===== config.mk =====
export PLATFORM = sky130hd
export DESIGN_NAME = secure_gate
export DESIGN_NICKNAME = d
export VERILOG_FILES = /design/src/rtl/sgate_pkg.sv /design/src/rtl/sgate_authreg.sv /design/src/rtl/sgate_window_chk.sv /design/src/rtl/sgate_mac_cmp.sv /design/src/rtl/sgate_ctrl.sv /design/src/rtl/secure_gate.sv
export SDC_FILE = /design/constraint.sdc
export NUM_CORES = 1
export LEC_CHECK = 0
export BUFFER_PORTS_ARGS = -buffer_cell sky130_fd_sc_hd__clkbuf_2
export CAP_MARGIN = 10
export CORE_AREA = 5 5 185 187
export DETAILED_ROUTE_END_ITERATION = 12
export DIE_AREA = 0 0 190 192
export PLACE_DENSITY = 0.66
export SYNTH_ARGS = -nofsm -noshare
export SYNTH_HDL_FRONTEND = slang
export SYNTH_SLANG_ARGS = --single-unit

===== constraint.sdc =====
create_clock -name clk -period 4.8 [get_ports clk]
set_input_delay 0.96 -clock clk [delete_from_list [all_inputs] [get_ports clk]]
set_output_delay 0.96 -clock clk [all_outputs]
set_load 0.05 [all_outputs]

===== src/rtl/sgate_pkg.sv =====
package sgate_pkg;
    localparam int PC_W       = 24;
    localparam int AUTH_W     = 32;
    localparam int PAGE_SHIFT = 8;
    localparam int BASE_W     = 16;
    localparam int SIZE_LSB   = 16;
    localparam int SIZE_W     = AUTH_W - SIZE_LSB;
    localparam int KEEP_BITS  = 19;
    localparam int MAC_W      = 128;
    localparam int LANE_W     = 32;
    localparam int LANES      = MAC_W / LANE_W;
    localparam int EXIT_W     = 32;

    localparam logic [AUTH_W-1:0] KEEP_MASK = AUTH_W'((64'd1 << KEEP_BITS) - 64'd1);

    typedef enum logic [1:0] {
        ST_NORMAL    = 2'd0,
        ST_AUTH_WAIT = 2'd1,
        ST_SECURE    = 2'd2,
        ST_HALTED    = 2'd3
    } gate_state_e;

    localparam logic AUTH_OP_WRITE = 1'b0;
    localparam logic AUTH_OP_MASK  = 1'b1;

    typedef struct packed {
        logic [PC_W-1:0]   base;
        logic [SIZE_W-1:0] size;
    } window_t;

    function automatic window_t decode_auth(input logic [AUTH_W-1:0] r);
        window_t w;
        w.base = PC_W'({r[BASE_W-1:0], {PAGE_SHIFT{1'b0}}});
        w.size = r[SIZE_LSB +: SIZE_W];
        return w;
    endfunction
endpackage


===== src/rtl/sgate_authreg.sv =====
module sgate_authreg
    import sgate_pkg::*;
(
    input  logic              clk,
    input  logic              rst,
    input  logic              cfg_we,
    input  logic              cfg_op,
    input  logic [AUTH_W-1:0] cfg_wdata,
    output logic [AUTH_W-1:0] auth_q,
    output window_t           win
);
    always_ff @(posedge clk) begin
        if (rst) begin
            auth_q <= '0;
        end else if (cfg_we) begin
            if (cfg_op == AUTH_OP_MASK) auth_q <= auth_q & KEEP_MASK;
            else                        auth_q <= cfg_wdata;
        end
    end

    assign win = decode_auth(auth_q);

    assert_mask_clears_high_R2: assert property (@(posedge clk) disable iff (rst)
        (cfg_we && cfg_op == AUTH_OP_MASK) |=> ((auth_q & ~KEEP_MASK) == '0));
endmodule


===== src/rtl/sgate_window_chk.sv =====
module sgate_window_chk
    import sgate_pkg::*;
(
    input  window_t         win,
    input  logic [PC_W-1:0] addr,
    output logic            hit
);
    localparam int EXT_W = PC_W + 2;
    logic [EXT_W-1:0] lo, hi, a;

    always_comb begin
        lo  = EXT_W'(win.base);
        hi  = lo + EXT_W'(win.size);
        a   = EXT_W'(addr);
        hit = (a >= lo) && (a < hi);
    end
endmodule


===== src/rtl/sgate_mac_cmp.sv =====
module sgate_mac_cmp
    import sgate_pkg::*;
(
    input  logic             clk,
    input  logic             rst,
    input  logic             ref_we,
    input  logic [MAC_W-1:0] ref_data,
    input  logic [MAC_W-1:0] mac_result,
    output logic             match
);
    logic [MAC_W-1:0] ref_q;
    logic [LANES-1:0] lane_eq;

    always_ff @(posedge clk) begin
        if (rst)         ref_q <= '0;
        else if (ref_we) ref_q <= ref_data;
    end

    for (genvar i = 0; i < LANES; i++) begin : g_lane
        assign lane_eq[i] = (ref_q[i*LANE_W +: LANE_W] == mac_result[i*LANE_W +: LANE_W]);
    end

    assign match = &lane_eq;
endmodule


===== src/rtl/sgate_ctrl.sv =====
module sgate_ctrl
    import sgate_pkg::*;
(
    input  logic              clk,
    input  logic              rst,
    input  logic              br_valid,
    input  logic              br_hit,
    input  window_t           live_win,
    input  logic              fetch_valid,
    input  logic              fetch_out,
    input  logic              exit_we,
    input  logic [EXIT_W-1:0] exit_wdata,
    input  logic              mac_done,
    input  logic              mac_match,
    output window_t           act_win,
    output logic              redirect_valid,
    output logic [PC_W-1:0]   redirect_pc,
    output logic              mac_req,
    output logic              fetch_stall,
    output logic              secure_mode,
    output logic              core_halt,
    output logic              auth_fail
);
    gate_state_e state;
    logic        armed;
    logic        leaving;

    assign leaving = fetch_valid && fetch_out;

    always_ff @(posedge clk) begin
        if (rst) begin
            state          <= ST_NORMAL;
            act_win        <= '0;
            redirect_valid <= 1'b0;
            redirect_pc    <= '0;
            armed          <= 1'b0;
            auth_fail      <= 1'b0;
        end else begin
            redirect_valid <= 1'b0;
            unique case (state)
                ST_NORMAL: begin
                    armed <= 1'b0;
                    if (br_valid && br_hit) begin
                        state          <= ST_AUTH_WAIT;
                        act_win        <= live_win;
                        redirect_valid <= 1'b1;
                        redirect_pc    <= live_win.base;
                    end
                end
                ST_AUTH_WAIT: begin
                    if (mac_done) begin
                        if (mac_match) begin
                            state <= ST_SECURE;
                            armed <= 1'b0;
                        end else begin
                            state     <= ST_NORMAL;
                            auth_fail <= 1'b1;
                        end
                    end
                end
                ST_SECURE: begin
                    if (leaving) begin
                        state <= armed ? ST_NORMAL : ST_HALTED;
                        armed <= 1'b0;
                    end else if (exit_we) begin
                        armed <= (exit_wdata == '0);
                    end
                end
                default: ;
            endcase
        end
    end

    assign mac_req     = (state == ST_AUTH_WAIT);
    assign fetch_stall = (state == ST_AUTH_WAIT);
    assign secure_mode = (state == ST_SECURE);
    assign core_halt   = (state == ST_HALTED);

    assert_redirect_to_base_R3: assert property (@(posedge clk) disable iff (rst)
        (state == ST_NORMAL && br_valid && br_hit) |=>
            (redirect_valid && redirect_pc == $past(live_win.base)));

    assert_req_held_R4: assert property (@(posedge clk) disable iff (rst)
        (mac_req && !mac_done) |=> (mac_req && $stable(act_win)));

    assert_entry_needs_match_R5: assert property (@(posedge clk) disable iff (rst)
        $rose(secure_mode) |-> $past(mac_done && mac_match));

    assert_fail_sticky_R6: assert property (@(posedge clk) disable iff (rst)
        auth_fail |=> auth_fail);

    assert_unarmed_exit_halts_R8: assert property (@(posedge clk) disable iff (rst)
        (secure_mode && leaving && !armed) |=> core_halt);

    assert_halt_sticky_R8: assert property (@(posedge clk) disable iff (rst)
        core_halt |=> (core_halt && !redirect_valid));

    assert_mode_kept_R9: assert property (@(posedge clk) disable iff (rst)
        (secure_mode && !leaving) |=> secure_mode);

    assert_no_redirect_busy_R11: assert property (@(posedge clk) disable iff (rst)
        (state != ST_NORMAL) |=> !redirect_valid);
endmodule


===== src/rtl/secure_gate.sv =====
module secure_gate
    import sgate_pkg::*;
(
    input  logic              clk,
    input  logic              rst,
    input  logic              cfg_we,
    input  logic              cfg_op,
    input  logic [AUTH_W-1:0] cfg_wdata,
    output logic [AUTH_W-1:0] cfg_rdata,
    input  logic              ref_we,
    input  logic [MAC_W-1:0]  ref_data,
    input  logic              exit_we,
    input  logic [EXIT_W-1:0] exit_wdata,
    input  logic              br_valid,
    input  logic [PC_W-1:0]   br_target,
    output logic              pc_redirect_valid,
    output logic [PC_W-1:0]   pc_redirect,
    input  logic              fetch_valid,
    input  logic [PC_W-1:0]   fetch_pc,
    output logic              mac_req,
    output logic [PC_W-1:0]   mac_base,
    output logic [SIZE_W-1:0] mac_size,
    input  logic              mac_done,
    input  logic [MAC_W-1:0]  mac_result,
    output logic              fetch_stall,
    output logic              secure_mode,
    output logic              core_halt,
    output logic              auth_fail
);
    window_t live_win, act_win;
    logic    br_hit, fetch_in, mac_match;

    sgate_authreg u_authreg (
        .clk(clk), .rst(rst), .cfg_we(cfg_we), .cfg_op(cfg_op),
        .cfg_wdata(cfg_wdata), .auth_q(cfg_rdata), .win(live_win)
    );

    sgate_window_chk u_br_chk (.win(live_win), .addr(br_target), .hit(br_hit));
    sgate_window_chk u_fetch_chk (.win(act_win), .addr(fetch_pc), .hit(fetch_in));

    sgate_mac_cmp u_cmp (
        .clk(clk), .rst(rst), .ref_we(ref_we), .ref_data(ref_data),
        .mac_result(mac_result), .match(mac_match)
    );

    sgate_ctrl u_ctrl (
        .clk(clk), .rst(rst),
        .br_valid(br_valid), .br_hit(br_hit), .live_win(live_win),
        .fetch_valid(fetch_valid), .fetch_out(!fetch_in),
        .exit_we(exit_we), .exit_wdata(exit_wdata),
        .mac_done(mac_done), .mac_match(mac_match),
        .act_win(act_win),
        .redirect_valid(pc_redirect_valid), .redirect_pc(pc_redirect),
        .mac_req(mac_req), .fetch_stall(fetch_stall),
        .secure_mode(secure_mode), .core_halt(core_halt), .auth_fail(auth_fail)
    );

    assign mac_base = act_win.base;
    assign mac_size = act_win.size;

    assert_rdata_tracks_write_R1: assert property (@(posedge clk) disable iff (rst)
        (cfg_we && cfg_op == AUTH_OP_WRITE) |=> (cfg_rdata == $past(cfg_wdata)));
endmodule


==> results of run 1 <==
==> worst max path at each step <==
stage,to,slack (ns),cells after the start
floorplan,u_ctrl.state[0],0.63,17
global placement,u_ctrl.state[0],0.59,17
detailed placement,u_ctrl.state[0],0.16,17
CTS,u_ctrl.state[0],0.13,17
global route,u_ctrl.state[0],0.02,19
finish,u_ctrl.state[0],0.28,16
==> sequential cells by signal (all words and copies together) (netlist names) <==
name and count:
u_ctrl.act_win 32, u_ctrl.armed 1, u_ctrl.redirect_valid 1, u_cmp.ref_q 128, u_authreg.auth_q 32, u_ctrl.state 2
u_ctrl.auth_fail 1
==> cells by family (layout without fill, tap and decap cells) <==
family	after synthesis	after routing	synth area share (%)
muxes	138	138	11.9
DFF	197	197	34.1
and+or+nand+nor	385	385	15.5
other	1	22	0.0324
adders and majority gates	100	100	10.9
xor gates and xnor gates	138	138	10.4
AOI/OAI and AO/OA	201	201	10.6
buffers and inverters	158	584	6.47
==> placed cells by master (no fill, tap or decap), types with 9 or more instances in the layout <==
master	netlist	final
xor2_1	23	23
inv_1	72	72
nor2b_1	19	18
dfxtp_1	197	197
clkbuf_16	0	17
nor4_1	26	25
xnor2_1	115	115
conb_1	1	16
o21ai_0	23	23
nor2_1	197	197
clkbuf_2	0	460
mux2i_1	138	138
ha_1	98	98
nand2_1	61	61
a21oi_1	105	105
nand3_1	9	9
nand4_1	39	39
buf_4	35	16
==> metrics by stage <==
step           worst slack (ns)  power (W)
2_1_floorplan             0.630    0.00238
3_3_place_gp              0.592    0.00269
3_5_place_dp              0.163    0.00271
4_1_cts                   0.131    0.00417
5_1_grt                  0.0182    0.00433
6_report                  0.283    0.00412
==> power by group through the flow <==
stage / sequential [W] / combinational [W] / clock (W)
3_3_place_gp: 0.00183 / 0.000860 / 0
5_1_grt: 0.00180 / 0.000966 / 0.00156
3_5_place_dp: 0.00183 / 0.000877 / 0
4_1_cts: 0.00179 / 0.000880 / 0.00150
6_report: 0.00179 / 0.000874 / 0.00145
2_1_floorplan: 0.00186 / 0.000517 / 0
==> metal layers <==
metal	up-vias	track usage (%)	wire, um
li1	5378	-	-
met1	4985	23.2	15300
met2	407	40.8	20800
met3	53	6.91	3730
met4	2	7.35	1120
met5	-	0	7
==> what timing repair did <==
action                                  4_1_cts  5_1_grt
resized for setup                             0        3
buffers inserted                              0        0
endpoints found under the setup margin        0        3
==> layout make-up <==
type	count	area [um2]
Antenna cell	6	15.0
Clock buffer	17	425
Clock inverter	15	161
Fill cell	3207	17500
Inverter	74	278
Multi-Input combinational cell	978	6960
Sequential cell	197	3940
Tap cell	442	553
Timing Repair Buffer	478	2440
==> worst reg2reg max path: stages (launching register included) <==
cell      delay, ns
dfxtp_1        0.36
ha_1           0.24
fa_1           0.43
a211oi_1       0.28
nor2_1         0.11
o31ai_2        0.26
a21o_1         0.26
nor4_1         0.08
xnor2_1        0.13
ha_1           0.32
nand4_1        0.14
nor4_1         0.49
o311ai_0       0.26
and3_1         0.24
o311ai_2       0.36
a21oi_1        0.14
a311oi_1       0.32
==> results.ini, run 1 <==
[finish]
fin_cells=2207
nets=2223
area_delta_synth_final_pct=27.7
drive_gt1_share_pct=29.7
design_area_mm2=0.0148
final_core_util_pct=45.8

[worst_setup_path]
cp_cell_sequence=ha_1 > fa_1 > a211oi_1 > nor2_1 > o31ai_2 > a21o_1 > nor4_1 > xnor2_1 > ha_1 > nand4_1 > nor4_1 > o311ai_0 > and3_1 > o311ai_2 > a21oi_1 > a311oi_1
cp-start-kind=flop
reg2reg_to=u_ctrl.state[0]
cp_slowest_cell=nor4_1
cpPeakStageDelay_ns=0.49
critical_path.max_fanout=5
r2r_cells=16
crit_type=flop to flop
r2r_slack_ns=0.28
r2r_start=u_ctrl.act_win[24]
arrival_ns=4.86
critPathBufInv=0
cp.required_ns=5.14
worstSetupEndpointType=flop
path_delay_family=compound AO/OA/AOI/OAI gates
worstSetupStartpoint=u_ctrl.act_win[24]

[power]
p_switching_w=0.00133
p_int_w=0.00279
sequentialPowerShare_pct=43.5
clock_power_share_pct=35.2
ir_worst_vdd_uv=227
pwr-share-comb_pct=21.2
power.density_mw_per_mm2=279
swShare_pct=32.2
p_leak_nw=6.92

[timing]
max_slew_margin_pct=37.0
fin_crit_sh_pct=94.1
hold_violations=0
rsz0062_at_grt=no
post-route-min-period_ns=4.52
fin_hold_ws_ns=0.484
fmax_ghz=0.221
worst_pin_slew_ns=0.946
finalClockSkew_ns=0.0170
slew_violations=0
setup_tns_ns=0
finalSetupViolations=0

[floorplan]
fp.coreArea_mm2=0.0323
ioPinCount=479
die_w_um=190
placementRows=66
initial_core_util_pct=35.8
die_h_um=192
die_area_mm2=0.0365

[placed_design]
io_buffers=462
place_area_mm2=0.0142
dp.cells=2169
place_hpwl_um=34000
gp_congestion=0.904

[logic_synthesis]
synth-seq-area-share_pct=34.1
syn-cell-area_mm2=0.0116
synth_area_leaders=dfxtp_1 34%, mux2i_1 12%, ha_1 11%, xnor2_1 8.7%, nor2_1 6.4%
synth_top_area_cell=dfxtp_1
synthCells=1318
synthTopCellsByCount=197 x dfxtp_1, 197 x nor2_1, 138 x mux2i_1
synth_edf_count=0
yosysWarnings=0
syn_avg_cell_area_um2=8.78
ys_types=66
ys.flop_type=dfxtp_1
async_flop_share_pct=0
synth_seq_cells=197
synth_top_area_share_pct=34.1

[clock_tree]
numCtsBuffers=17
clockBufferDepth=2
cts_sinks=197
clock_latency_ns=0.46
path_clk_slew_ns=0.08
hold_buffers=0
clockRootBuffer=clkbuf_16
cts_max_level=4
cts_tree=yes

[routing]
drcViolationCount=0
wirelength_um=41000
vias=10800
dr.pass1.iters=5
antenna_left=0
drtIter0Drc=414
wl_per_cell_um=18.6
vias_per_cell=4.90

[job]
maxCapViolations=0

[worst_hold_path]
min_from=u_ctrl.auth_fail
min_to=u_ctrl.auth_fail
holdPathStages=2
timing.hold.worst.class=flop to flop

[global_route]
grt_max_degree=76
grt_util_all_layers_pct=21.9
first_global_vias=11100
grt-ovfl-total=0
grt_pass1_wl_um=61400
antenna_found_initial=7

[outcome]
status=completed

(Power assumes the default switching activity.)
==> run 2, diff against run 1 <==
--- a/config.mk
+++ b/config.mk
@@ -7,10 +7,10 @@
 export LEC_CHECK = 0
 export BUFFER_PORTS_ARGS = -buffer_cell sky130_fd_sc_hd__clkbuf_2
 export CAP_MARGIN = 10
-export CORE_AREA = 5 5 185 187
+export CORE_AREA = 2 2 187 189
 export DETAILED_ROUTE_END_ITERATION = 12
-export DIE_AREA = 0 0 190 192
-export PLACE_DENSITY = 0.66
+export DIE_AREA = 0 0 189 191
+export PLACE_DENSITY = 0.63
 export SYNTH_ARGS = -nofsm -noshare
 export SYNTH_HDL_FRONTEND = slang
 export SYNTH_SLANG_ARGS = --single-unit
==> run 2 against run 1 <==
Net effect: fmax is 3.8% higher; first-iteration DRC count is 3.6% lower; sequential share of layout area hardly changed; total power is 0.84% higher; wire length is 2.7% lower; non-clock buffer count stayed put; die area is 1.0% lower; critical path depth stayed put; sequential power hardly changed; final cell count is 0.50% higher; utilization is 2.4 points lower.
==> results.ini, run 2 (synthesized netlist as in run 1, its figures left out) <==
[finish]
n_fill_cell=3472
design_area_mm2=0.0148
nets=2223
largest_reg_flops=128
layout_common_cells=460 x clkbuf_2, 197 x nor2_1, 197 x dfxtp_1
reg.largest.list=u_cmp.ref_q (128), u_authreg.auth_q (32), u_ctrl.act_win (32)
fin_cells=2218
drive_gt1_share_pct=29.6
layout_commonest_cell=clkbuf_2
area_delta_synth_final_pct=27.9
top_register=u_cmp.ref_q
final_core_util_pct=43.4

[routing]
drcViolationCount=0
vias=10800
wl_per_cell_um=18.0
drtIter0Drc=399
wirelength_um=39800
vias_per_cell=4.86
antenna_left=0
dr.pass1.iters=5

[power]
p_int_w=0.00286
ir_worst_vdd_uv=255
p_switching_w=0.00129
swShare_pct=31.1
clock_power_share_pct=35.7
pwr-share-comb_pct=21.1
power.density_mw_per_mm2=281
sequentialPowerShare_pct=43.2
p_leak_nw=6.93

[clock_tree]
cts_max_level=4
clock_latency_ns=0.45
post-cts-setup-buffers=0
clockRootBuffer=clkbuf_16
cts_tree=yes
clockBufferDepth=2
path_clk_slew_ns=0.08
cts_resized=0
numCtsBuffers=17
hold_buffers=0
cts_sinks=197

[worst_setup_path]
arrival_ns=4.70
r2r_slack_ns=0.45
r2r_cells=16
cp.required_ns=5.15
cp-start-kind=flop
reg2reg_to=u_ctrl.state[0]
critical_path.max_fanout=5
crit_type=flop to flop
worstSetupEndpointType=flop
r2r_start=u_ctrl.act_win[24]

[floorplan]
fp.coreArea_mm2=0.0341
ioPinCount=479
die_area_mm2=0.0361
die_h_um=191
placementRows=68
die_w_um=189
initial_core_util_pct=33.9

[placed_design]
io_buffers=462
pre_cts_ws_ns=0.332
gp_congestion=0.922
place_area_mm2=0.0142
place_hpwl_um=32800
dp.cells=2182

[timing]
finalSetupViolations=0
setup_tns_ns=0
slew_violations=0
hold_violations=0
fin_crit_sh_pct=90.7
worst_pin_slew_ns=1.07
finalWorstSetupSlack_ns=0.448
max_slew_margin_pct=28.5
fmax_ghz=0.230
post-route-min-period_ns=4.35
finalClockSkew_ns=0.0127
rsz0062_at_grt=no

[worst_hold_path]
min_to=u_ctrl.auth_fail
min_from=u_ctrl.auth_fail
timing.hold.worst.class=flop to flop
holdPathStages=2

[global_route]
grt_util_all_layers_pct=21.7
grt-ovfl-total=0
first_global_vias=10800
grt_pass1_wl_um=59800
grt_max_degree=131
antenna_found_initial=6

[job]
maxCapViolations=0

[outcome]
status=completed

## run 2: changes by cell type in the layout (fill, tap and decap cells not counted), sizes merged
cell	previous run	this run
clkinvlp	4	2
bufinv	0	1
inv	80	79
diode	6	4
clkinv	5	4
clkbuf	477	480
## run 2: stage by stage
| stage | total power, W | hold slack (ns) |
|---|---|---|
| CTS | 0.00420 | 0.481 |
| floorplan | 0.00238 | 0.460 |
| global route | 0.00435 | 0.531 |
| global placement | 0.00270 | 0.457 |
| detailed placement | 0.00271 | 0.463 |
| finish | 0.00415 | 0.477 |
## run 2: layout make-up
type | instances | area, um2 | share of cell area (%)
clock inverter | 12 | 139 | 0.938
antenna | 4 | 10.0 | 0.0676
tap | 455 | 569 | 3.85
sequential | 197 | 3940 | 26.6
clock buffer | 20 | 457 | 3.09
timing repair buffer | 478 | 2440 | 16.5
inverter | 74 | 278 | 1.88
multi-input combinational | 978 | 6960 | 47.0
## run 2: how the worst max path moves through the flow
stage,start,slack (ns),cells past startpoint,end
after global routing,u_ctrl.act_win[24],0.05,16,u_ctrl.state[0]
after floorplan,u_ctrl.act_win[25],0.63,17,u_ctrl.state[0]
after CTS,u_ctrl.act_win[25],0.29,17,u_ctrl.state[0]
after global placement,u_ctrl.act_win[25],0.60,17,u_ctrl.state[0]
final,u_ctrl.act_win[24],0.45,16,u_ctrl.state[0]
after detailed placement,u_ctrl.act_win[25],0.33,17,u_ctrl.state[0]
## run 2: critical path, cell delays in order (launching register included)
cell	delay [ns]
dfxtp_1	0.36
ha_1	0.25
fa_1	0.44
a211oi_1	0.27
nor2_1	0.11
o31ai_2	0.27
a21o_1	0.28
nor4_1	0.09
xnor2_1	0.13
ha_1	0.32
nand4_1	0.14
nor4_1	0.40
o311ai_0	0.21
and3_1	0.23
o311ai_2	0.36
a21oi_1	0.13
a311oi_1	0.27
## run 2: power by group through the flow
stage	combinational [W]	clock, W	sequential, W
finish	0.000877	0.00148	0.00179
global route	0.000966	0.00158	0.00180
CTS	0.000883	0.00152	0.00179
detailed placement	0.000879	0	0.00183
global placement	0.000867	0	0.00183
floorplan	0.000517	0	0.00186
## run 2: routing by layer
layer | up-vias | wire length [um] | part of all wire [%] | global-route usage (%)
met5 | - | 11 | 0.028 | 0
met3 | 59 | 3110 | 7.8 | 6.32
met4 | 2 | 1250 | 3.1 | 8.05
li1 | 5375 | - | - | -
met2 | 406 | 20000 | 50 | 39.5
met1 | 4945 | 15400 | 39 | 23.8
